## src/rtl/rsb_pkg.sv

```systemverilog
package rsb_pkg;
  localparam int FLAG_W = 8;
  localparam int F_S  = 7;
  localparam int F_Z  = 6;
  localparam int F_H  = 4;
  localparam int F_PV = 2;
  localparam int F_N  = 1;
  localparam int F_C  = 0;

  typedef enum logic [3:0] {
    OP_ROTL_CIRC  = 4'd0,
    OP_ROTR_CIRC  = 4'd1,
    OP_ROTL_CARRY = 4'd2,
    OP_ROTR_CARRY = 4'd3,
    OP_SHL_ZERO   = 4'd4,
    OP_SHR_ARITH  = 4'd5,
    OP_SHL_ONE    = 4'd6,
    OP_SHR_LOGIC  = 4'd7,
    OP_BIT_TEST   = 4'd8
  } rsb_op_e;
endpackage

```

## src/rtl/rsb_shift_core.sv

```systemverilog
module rsb_shift_core #(
  parameter int W = 8
) (
  input  logic [3:0]   op,
  input  logic [W-1:0] din,
  input  logic         carry_in,
  output logic [W-1:0] dout,
  output logic         carry_out,
  output logic         is_shift
);
  import rsb_pkg::*;

  logic fill_lo;
  logic fill_hi;
  logic to_left;

  always_comb begin
    fill_lo  = 1'b0;
    fill_hi  = 1'b0;
    to_left  = 1'b0;
    is_shift = 1'b1;
    case (op)
      OP_ROTL_CIRC:  begin to_left = 1'b1; fill_lo = din[W-1]; end
      OP_ROTR_CIRC:  begin fill_hi = din[0]; end
      OP_ROTL_CARRY: begin to_left = 1'b1; fill_lo = carry_in; end
      OP_ROTR_CARRY: begin fill_hi = carry_in; end
      OP_SHL_ZERO:   begin to_left = 1'b1; end
      OP_SHR_ARITH:  begin fill_hi = din[W-1]; end
      OP_SHL_ONE:    begin to_left = 1'b1; fill_lo = 1'b1; end
      OP_SHR_LOGIC:  begin fill_hi = 1'b0; end
      default:       is_shift = 1'b0;
    endcase
    if (to_left) begin
      dout      = {din[W-2:0], fill_lo};
      carry_out = din[W-1];
    end else begin
      dout      = {fill_hi, din[W-1:1]};
      carry_out = din[0];
    end
  end
endmodule

```

## src/rtl/rsb_bit_test.sv

```systemverilog
module rsb_bit_test #(
  parameter int W     = 8,
  parameter int IDX_W = $clog2(W)
) (
  input  logic [W-1:0]     din,
  input  logic [IDX_W-1:0] idx,
  output logic             bit_set,
  output logic             top_hit
);
  logic [W-1:0] sel_mask;

  genvar g;
  generate
    for (g = 0; g < W; g++) begin : g_mask
      assign sel_mask[g] = (idx == IDX_W'(g)) & din[g];
    end
  endgenerate

  assign bit_set = |sel_mask;
  assign top_hit = sel_mask[W-1];
endmodule

```

## src/rtl/rsb_unit.sv

```systemverilog
module rsb_unit #(
  parameter int W     = 8,
  parameter int IDX_W = $clog2(W)
) (
  input  logic                      clk,
  input  logic                      rst,
  input  logic                      in_valid,
  input  logic [3:0]                op,
  input  logic [IDX_W-1:0]          bit_idx,
  input  logic [W-1:0]              operand,
  input  logic [rsb_pkg::FLAG_W-1:0] flags_in,
  output logic                      out_valid,
  output logic [W-1:0]              result,
  output logic [rsb_pkg::FLAG_W-1:0] flags_out,
  output logic                      wr_en
);
  import rsb_pkg::*;

  logic [W-1:0]      sh_val;
  logic              sh_carry;
  logic              sh_sel;
  logic              bt_set;
  logic              bt_top;
  logic [W-1:0]      nxt_val;
  logic [FLAG_W-1:0] nxt_flags;
  logic              nxt_wr;

  rsb_shift_core #(.W(W)) u_shift (
    .op(op), .din(operand), .carry_in(flags_in[F_C]),
    .dout(sh_val), .carry_out(sh_carry), .is_shift(sh_sel)
  );

  rsb_bit_test #(.W(W), .IDX_W(IDX_W)) u_bit (
    .din(operand), .idx(bit_idx), .bit_set(bt_set), .top_hit(bt_top)
  );

  always_comb begin
    nxt_val   = operand;
    nxt_flags = flags_in;
    nxt_wr    = 1'b0;
    if (sh_sel) begin
      nxt_val         = sh_val;
      nxt_wr          = 1'b1;
      nxt_flags[F_C]  = sh_carry;
      nxt_flags[F_N]  = 1'b0;
      nxt_flags[F_H]  = 1'b0;
      nxt_flags[F_Z]  = (sh_val == '0);
      nxt_flags[F_S]  = sh_val[W-1];
      nxt_flags[F_PV] = ~^sh_val;
    end else if (op == OP_BIT_TEST) begin
      nxt_flags[F_Z]  = ~bt_set;
      nxt_flags[F_PV] = ~bt_set;
      nxt_flags[F_H]  = 1'b1;
      nxt_flags[F_N]  = 1'b0;
      nxt_flags[F_S]  = bt_top;
    end
  end

  always_ff @(posedge clk) begin
    if (rst) begin
      out_valid <= 1'b0;
      result    <= '0;
      flags_out <= '0;
      wr_en     <= 1'b0;
    end else begin
      out_valid <= in_valid;
      if (in_valid) begin
        result    <= nxt_val;
        flags_out <= nxt_flags;
        wr_en     <= nxt_wr;
      end
    end
  end

  assert_valid_follows_R2: assert property (@(posedge clk) disable iff (rst)
    in_valid |=> out_valid);
  assert_idle_quiet_R2: assert property (@(posedge clk) disable iff (rst)
    !in_valid |=> !out_valid);
  assert_spare_bits_R10: assert property (@(posedge clk) disable iff (rst)
    in_valid |=> (flags_out[5] == $past(flags_in[5])) && (flags_out[3] == $past(flags_in[3])));
  assert_bit_no_write_R11: assert property (@(posedge clk) disable iff (rst)
    (in_valid && op == OP_BIT_TEST) |=> !wr_en);
  assert_bit_keeps_carry_R8: assert property (@(posedge clk) disable iff (rst)
    (in_valid && op == OP_BIT_TEST) |=> (flags_out[F_C] == $past(flags_in[F_C])) && flags_out[F_H]);
  assert_shift_clears_hn_R7: assert property (@(posedge clk) disable iff (rst)
    (in_valid && op < 4'd8) |=> (!flags_out[F_H] && !flags_out[F_N] && wr_en));
  assert_unused_passes_R10: assert property (@(posedge clk) disable iff (rst)
    (in_valid && op > 4'd8) |=> (result == $past(operand)) && (flags_out == $past(flags_in)));
endmodule

```

## config.mk

```make
export PLATFORM = sky130hd
export DESIGN_NAME = rsb_unit
export DESIGN_NICKNAME = d
export VERILOG_FILES = /design/src/rtl/rsb_pkg.sv /design/src/rtl/rsb_shift_core.sv /design/src/rtl/rsb_bit_test.sv /design/src/rtl/rsb_unit.sv
export SDC_FILE = /design/constraint.sdc
export NUM_CORES = 1
export LEC_CHECK = 0
export BUFFER_PORTS_ARGS = -buffer_cell sky130_fd_sc_hd__buf_2
export CORE_MARGIN = 4
export CORE_UTILIZATION = 48
export DETAILED_ROUTE_END_ITERATION = 10
export PLACE_DENSITY = 0.85
export SLEW_MARGIN = 20
export SYNTH_ARGS = -nofsm -noshare
export SYNTH_HDL_FRONTEND = slang
export SYNTH_HIERARCHICAL = 1
export SYNTH_SLANG_ARGS = --single-unit
export TNS_END_PERCENT = 30
```

## constraint.sdc

```tcl
create_clock -name clk -period 2.1 [get_ports clk]
set_input_delay 0.21 -clock clk [delete_from_list [all_inputs] [get_ports clk]]
set_output_delay 0.21 -clock clk [all_outputs]
set_load 0.005 [all_outputs]
```

Word-level counts from Yosys, hierarchy flattened. Index checks and enable logic that the tools add are counted.

Flip-flop bits (word level): 18. Input port bits: 26. Output and inout bits: 18. Logic and storage cells: 50.

Equal/unequal tests: 15. Mux-type cells: 15. Bitwise operators: 9. Reductions and logical operators: 7.

Operators by type and width (count): $eq 4x3->1 const B (4); $mux 8 (2); $reduce_or 8->1 (2); $eq 3x3->1 const B (4); $and 1x1->1 (8); $eq 4x2->1 const B (2); $logic_not 8->1 (1); $mux 2 (4); $reduce_xnor 8->1 (1); $mux 1 (7); $eq 3x2->1 const B (2); $pmux 1 s3 (2); $eq 4x1->1 const B (1); $eq 4x4->1 const B (1); $logic_not 4->1 (1); $reduce_or 4->1 (1); $eq 3x1->1 const B (1); $logic_not 3->1 (1); $not 1->1 (1).

Logic depth before layout (Yosys ltp). Gate-level depths: netlist (run 1).

Depth after elaboration: 6. Gate-level depth with buffers: 8. Mapped depth without buffers: 8.

Modules after synthesis. The synthesis (run 1) kept the hierarchy.

Modules (own cells, without submodules): rsb_unit (times used 1, cells an instance 99, area an instance 920.9 µm², sequential area each 360.3 µm²); rsb_shift_core (times used 1, cells an instance 17, area an instance 156.4 µm², sequential area each 0.0 µm²); rsb_bit_test (times used 1, cells an instance 7, area an instance 72.6 µm², sequential area each 0.0 µm²).

Worst setup path after synthesis (run 1). OpenSTA, ideal clock, no wires.

Path type: in2reg. Start: input op[0]. End: register flags_out[2] (netlist bit). Setup time: 0.086 ns. Arrival: 1.509 ns. Data required time: 2.014 ns. Path slack: 0.505 ns. Stages on the path: 7. Path buffers: 0. Cell sequence: nor2_4 mux2_2 inv_1 ha_1 xor2_1 xnor2_1 a211oi_1.

Longest elaborated chain between the ends: 6. Elaborated cells between the ends (all ways): 19. Classes of those cells: eq/ne: 8; mux: 7; reduce/logical: 4.

Ends and longest elaborated chain: start, declared (RTL line rsb_unit.sv:8) `input logic [3:0] op,`; $eq 4x2->1, or another cell as far along (RTL line rsb_shift_core.sv:22) `case (op)`; $reduce_or 4->1 (no line) (*); $mux 1 (*) (RTL line rsb_shift_core.sv:22); $mux 8 (*) (RTL line rsb_shift_core.sv:33) `if (to_left) begin`; named net sh_val[6] (RTL line rsb_unit.sv:19) `logic [W-1:0] sh_val;`; $reduce_xnor 8->1 (*) (RTL line rsb_unit.sv:49) `nxt_flags[F_PV] = ~^sh_val;`; $mux 2 (*) (RTL line rsb_unit.sv:41) `if (sh_sel) begin`; end signal, assigned (RTL line rsb_unit.sv:69) `flags_out <= nxt_flags;`; end, declared (RTL line rsb_unit.sv:14) `output logic [rsb_pkg::FLAG_W-1:0] flags_out,`.

Mark *: on every way through the listed nets, which the timed path passes. The rest lies on a longest branch. A chain may end at the register's enable or synchronous reset.

Worst setup path after layout (run 1). Ends and elaborated chain as after synthesis.

==> results.cfg, run 1 <==
[final_layout]
multi_input_area_um2 = 718
fill_cells = 199
diodes = 0
nNetsFinal = 197
regArea_um2 = 360
final_layout_size_suffix_gt1_share_pct = 38.6
area_growth_pct = 23.6

[synth]
synthTopCellsByArea = dfxtp_1, mux2i_1, mux2_2
synth_compound_area_share_pct = 16.3
syn-instance-count = 123
synth-async-reset-ratio_pct = 0
synth.area.mux_share_pct = 23.0
synth_top_family_by_area = multiplexers
synth_most_common_cell = dfxtp_1
synth-xor-area-share_pct = 2.29
synth_seq_cells = 18
syn_avg_cell_area_um2 = 9.35
yosys.area_share.simple_pct = 16.5
ys_seq_area_share_pct = 31.3
netlist.area_leader.share_pct = 31.3
synth_warnings = 6
synth_edf_count = 0
synthAdderAreaFrac_pct = 4.35
synth_top_cells_by_count = dfxtp_1, mux2i_1, nor2_1
synth_nets = 153
ys.flop_type = dfxtp_1
yosys.area.top_type = dfxtp_1
synth_cell_types = 37
syn_area_um2 = 1150

[sta]
report.final.slew_viol_count = 0
hold_viol = 0
finalSetupTns_ns = 0
tightest_slew_ns = 0.363
max_slew_margin_pct = 75.7
rsz0062_at_grt = false
setup_viol = 0
fmax_ghz = 0.644
period_needed_ns = 1.55
holdWs_ns = 0.160
finalCritPeriodShare_pct = 74.0
clock-skew-final_ns = 0

[clock_tree]
htree_levels = 1
cts.path.max_buffers = 2
numCtsBuffers = 3
clock-sinks = 18
cts_tree = built
cts_root_buf = clkbuf_4
cts_resized = 0
clock_latency_ns = 0.29
hold_buffers = 0
clkTransAtPathRegs_ns = 0.10
post_cts_buffers = 0

[die]
die-area_um2 = 3240
design.core.area_um2 = 2250
dieHeight_um = 56.9
std_cell_rows = 17
die_w_um = 56.9
start_util_pct = 51.0
io_pins = 44

[route]
vias = 1070
ant_nets = 0
wl_per_cell_um = 14.1
drt-vias-per-instance = 5.52
dr.pass1.iters = 4
drt_iter0_drc = 21
wl_mm = 2.74
drc = 0

[setup_path]
path_class = in2reg
r2r_slack_ns = 1.31
critPathLaunch = op[0]
worstRegToRegCells = 3
r2r-end = flags_out[7]$_SDFFE_PP0P_
startpoint_type = input pin
cp_slowest_stage_delay_ns = 0.39
path_cells = buf_2, nor2_4, mux2_2, inv_1, ha_1, xor2_1, xnor2_1, a211oi_1
cp-end-kind = flip-flop
cp_top_family = multiplexers
critPathArrivalTime_ns = 1.77
worstPathMaxFanout = 8
required_ns = 2.32
crit_path_top_delay_cell = mux2_2
critPathBufInv = 2
worstSetupEndpoint = flags_out[2]$_SDFFE_PP0P_
r2r_start = flags_out[7]$_SDFFE_PP0P_
cp.depth = 8

[pwr]
leakagePower_uw = 0.000692
switchingPower_uw = 229
powerDensity_nw_per_um2 = 571
clock_power_share_pct = 26.1
p_sw_share_pct = 28.2
p_total_uw = 811
ir_drop_mv = 0.298
power_frac_comb_pct = 27.6
p_int_uw = 582
pwr-share-seq_pct = 46.3

[placement]
gp_congestion = 0.809
place_hpwl_mm = 2.23
port_buffers = 43

[run_status]
status = complete, no violations

[global_routing]
grt_pass1_vias = 1023
grt_pass1_wl_mm = 4.52
grt_max_degree = 20
antenna_found_initial = 0
track_usage_pct = 17.4
grt.overflow.total = 0

[job]
maxCapViolations = 0

[hold_path]
hold_class = in2reg
## per-layer routing
metal / GRT usage (%) / part of all wire (%) / up-vias
met5: 0 / 0 / -
met4: 6.95 / 1.7 / 0
met3: 0.905 / 6.8 / 4
met2: 31.3 / 49 / 44
met1: 21.5 / 42 / 487
li1: - / - / 535
## metrics by stage
step	instance area [µm²]	utilization, %	setup WS [ns]	instances
after floorplan	1150	-	0.505	123
after global placement	1390	61.4	0.290	190
after detailed placement	1390	61.4	0.244	190
after CTS	1420	63.0	0.546	194
after global routing	1420	63.0	0.461	194
final	1420	63.0	0.547	194
## layout make-up
cell class | count | area share (%)
well taps | 28 | 2.46
flip-flops and latches | 18 | 25.4
repair buffers | 45 | 16.2
multi-input cells | 88 | 50.5
inverters | 11 | 2.90
clock buffers | 4 | 2.55
## logic make-up after synthesis
| family | count (synthesis) |
|---|---|
| and+or+nand+nor | 32 |
| adders and majority gates | 4 |
| xor gates and xnor gates | 3 |
| muxes | 24 |
| DFF | 18 |
| buffers and inverters | 17 |
| AOI/OAI and AO/OA | 25 |
## power groups by stage
stage          Sequential (µW)  Combinational [µW]  Clock [µW]
6_report                   376                 223         212
2_1_floorplan              386                 136           0
5_1_grt                    379                 247         227
3_3_place_gp               383                 215           0
3_5_place_dp               384                 224           0
4_1_cts                    376                 225         214
## cells in the final DEF (no fill, tap or decap), drive strengths merged, types with 2 or more instances in the layout
cell type / n
buf: 45
dfxtp: 18
nor2: 15
mux2i: 14
inv: 11
a211oi: 9
mux2: 9
nand2: 4
ha: 4
clkbuf: 4
nand2b: 3
nand3b: 3
o21ai: 3
a21oi: 2
a31oi: 2
xnor2: 2
## sequential cells by signal, summed over array words and instances (netlist names)
name and flops:
flags_out 8, out_valid 1, result 8, wr_en 1
## worst min-delay path by stage
stage | startpoint | endpoint | depth (start not counted)
after floorplan | flags_in[3] | flags_out[3]$_SDFFE_PP0P_ | 2
after global placement | flags_out[4]$_SDFFE_PP0P_ | flags_out[4]$_SDFFE_PP0P_ | 2
after detailed placement | flags_in[5] | flags_out[5]$_SDFFE_PP0P_ | 3
after CTS | flags_in[5] | flags_out[5]$_SDFFE_PP0P_ | 3
after global routing | flags_in[6] | flags_out[6]$_SDFFE_PP0P_ | 3
final | flags_in[5] | flags_out[5]$_SDFFE_PP0P_ | 3
## worst register-to-register path, delay by kind of cell (launching register included)
family | cells | cell delay [ns]
DFF | 1 | 0.34
and+or+nand+nor | 1 | 0.04
AOI/OAI and AO/OA | 2 | 0.33
(Power assumes the default switching activity.)
==> run 2: changes to the inputs <==
--- a/config.mk
+++ b/config.mk
@@ -7,9 +7,9 @@
 export LEC_CHECK = 0
 export BUFFER_PORTS_ARGS = -buffer_cell sky130_fd_sc_hd__buf_2
 export CORE_MARGIN = 4
-export CORE_UTILIZATION = 48
+export CORE_UTILIZATION = 43
 export DETAILED_ROUTE_END_ITERATION = 10
-export PLACE_DENSITY = 0.85
+export PLACE_DENSITY = 0.8
 export SLEW_MARGIN = 20
 export SYNTH_ARGS = -nofsm -noshare
 export SYNTH_HDL_FRONTEND = slang
==> constraint.sdc (replaced) <==
create_clock -name clk -period 1.3 [get_ports clk]
set_input_delay 0.13 -clock clk [delete_from_list [all_inputs] [get_ports clk]]
set_output_delay 0.13 -clock clk [all_outputs]
set_load 0.005 [all_outputs]
==> results.cfg, run 2 (synthesized netlist as in run 1, its figures left out) <==
[run_status]
status = finished with violations
failed_checks = setup timing

[final_layout]
mostFrequentLayoutCells = buf_2, buf_4, dfxtp_1
stdcell_area_um2 = 1680
layout_commonest_cell = buf_2
postLayoutCoreUtil_pct = 66.6
area_growth_pct = 46.0
reg.largest.list = flags_out: 8 flops, result: 8 flops
final_layout_size_suffix_gt1_share_pct = 52.4
final_cells = 215
nNetsFinal = 217
diodes = 0

[sta]
finalSetupTns_ns = -0.0402
setup_slack_ns = -0.0402
tightest_slew_ns = 0.339
fmax_ghz = 0.746
finalCritPeriodShare_pct = 103
rsz0062_at_grt = true
hold_viol = 0
report.final.slew_viol_count = 0
setup_viol = 1
clock-skew-final_ns = 0
period_needed_ns = 1.34
max_slew_margin_pct = 77.4

[job]
maxCapViolations = 0

[clock_tree]
cts_root_buf = clkbuf_4
htree_levels = 1
clock-sinks = 18
numCtsBuffers = 3
clock_latency_ns = 0.29
cts_tree = built
cts.path.max_buffers = 2
clkTransAtPathRegs_ns = 0.10

[die]
start_util_pct = 45.6
io_pins = 44
std_cell_rows = 18
dieHeight_um = 59.7
die_w_um = 59.7
design.core.area_um2 = 2520
die-area_um2 = 3570

[global_routing]
antenna_found_initial = 0
grt_pass1_wl_mm = 4.92
grt_pass1_vias = 1167
grt_max_degree = 20
track_usage_pct = 18.2
grt.overflow.total = 0

[pwr]
leakagePower_uw = 0.000817
pwr-share-seq_pct = 44.4
powerDensity_nw_per_um2 = 814
ir_drop_mv = 0.598
p_int_uw = 966
clock_power_share_pct = 19.7
p_sw_share_pct = 29.4
switchingPower_uw = 402
power_frac_comb_pct = 35.9

[hold_path]
hold_class = in2reg
min_from = flags_in[5]

[placement]
place_area_um2 = 1550
port_buffers = 43
place_hpwl_mm = 2.44
gp_congestion = 0.827
place_inst = 209
detailedPlace.worstSlack_ns = -0.415

[setup_path]
path_cells = buf_6, nor2_4, buf_12, mux2_4, inv_2, ha_4, xor2_2, xnor2_1, a211oi_1
cp-end-kind = flip-flop
cp_slowest_stage_delay_ns = 0.31
cp_top_family = buffers and inverters
crit_path_top_delay_cell = mux2_4
required_ns = 1.52
critPathLaunch = op[0]
worstPathMaxFanout = 8
startpoint_type = input pin
critPathBufInv = 3
r2r_start = flags_out[7]$_SDFFE_PP0P_
critPathArrivalTime_ns = 1.56
path_class = in2reg

[route]
drt-vias-per-instance = 5.30
wl_mm = 3.06
drc = 0
dr.pass1.iters = 4
ant_nets = 0
vias = 1140
wl_per_cell_um = 14.2
drt_iter0_drc = 30
## run 2: changes by cell type in the layout (fill, tap and decap cells not counted), sizes merged
| cell | delta |
|---|---|
| buf | +20 |
| clkbuf | -1 |
## run 2: worst register-to-register path, cell delays in order, from the launching register on
cell     delay, ns
dfxtp_1       0.34
nor2_1        0.05
a211o_1       0.28
o41ai_2       0.05
## run 2: worst paths after layout
kind / to / slack [ns] / cells after the start
max reg2reg: flags_out[7]$_SDFFE_PP0P_ / 0.50 / 3
max: flags_out[2]$_SDFFE_PP0P_ / -0.04 / 9
min reg2reg: flags_out[4]$_SDFFE_PP0P_ / 0.48 / 2
min: flags_out[5]$_SDFFE_PP0P_ / 0.08 / 3
## run 2: through the flow
step | power (µW) | hold WS, ns
2_1_floorplan | 863 | 0.277
3_3_place_gp | 1030 | 0.368
3_5_place_dp | 1040 | 0.375
4_1_cts | 1340 | 0.0675
5_1_grt | 1450 | 0.106
6_report | 1370 | 0.0760
## run 2: layer usage
layer | GRT usage (%) | vias to the layer above | share of wire (%)
met2 | 32.3 | 41 | 49
met3 | 1.30 | 4 | 5.6
met5 | 0 | - | 0
met4 | 9.49 | 0 | 1.7
met1 | 21.8 | 525 | 43
li1 | - | 570 | -
## run 2: layout make-up
type                       count  area (µm²)
multi-input combinational     88         810
fill                         209         843
inverter                      11        41.3
timing repair buffer          65         408
sequential                    18         360
tap                           30        37.5
clock buffer                   3        22.5
## run 2: power groups by stage
| stage | clock network [µW] | logic, µW | registers, µW |
|---|---|---|---|
| floorplan | 0 | 239 | 624 |
| detailed placement | 0 | 423 | 621 |
| global placement | 0 | 407 | 618 |
| global route | 301 | 537 | 613 |
| CTS | 278 | 459 | 608 |
| finish | 269 | 490 | 608 |
## run 2: timing repair
item,4_1_cts,5_1_grt
gates resized for setup,9,7
setup endpoints to repair,1,1
hold buffers,0,0
pin swaps,8,3
buffers inserted,2,1
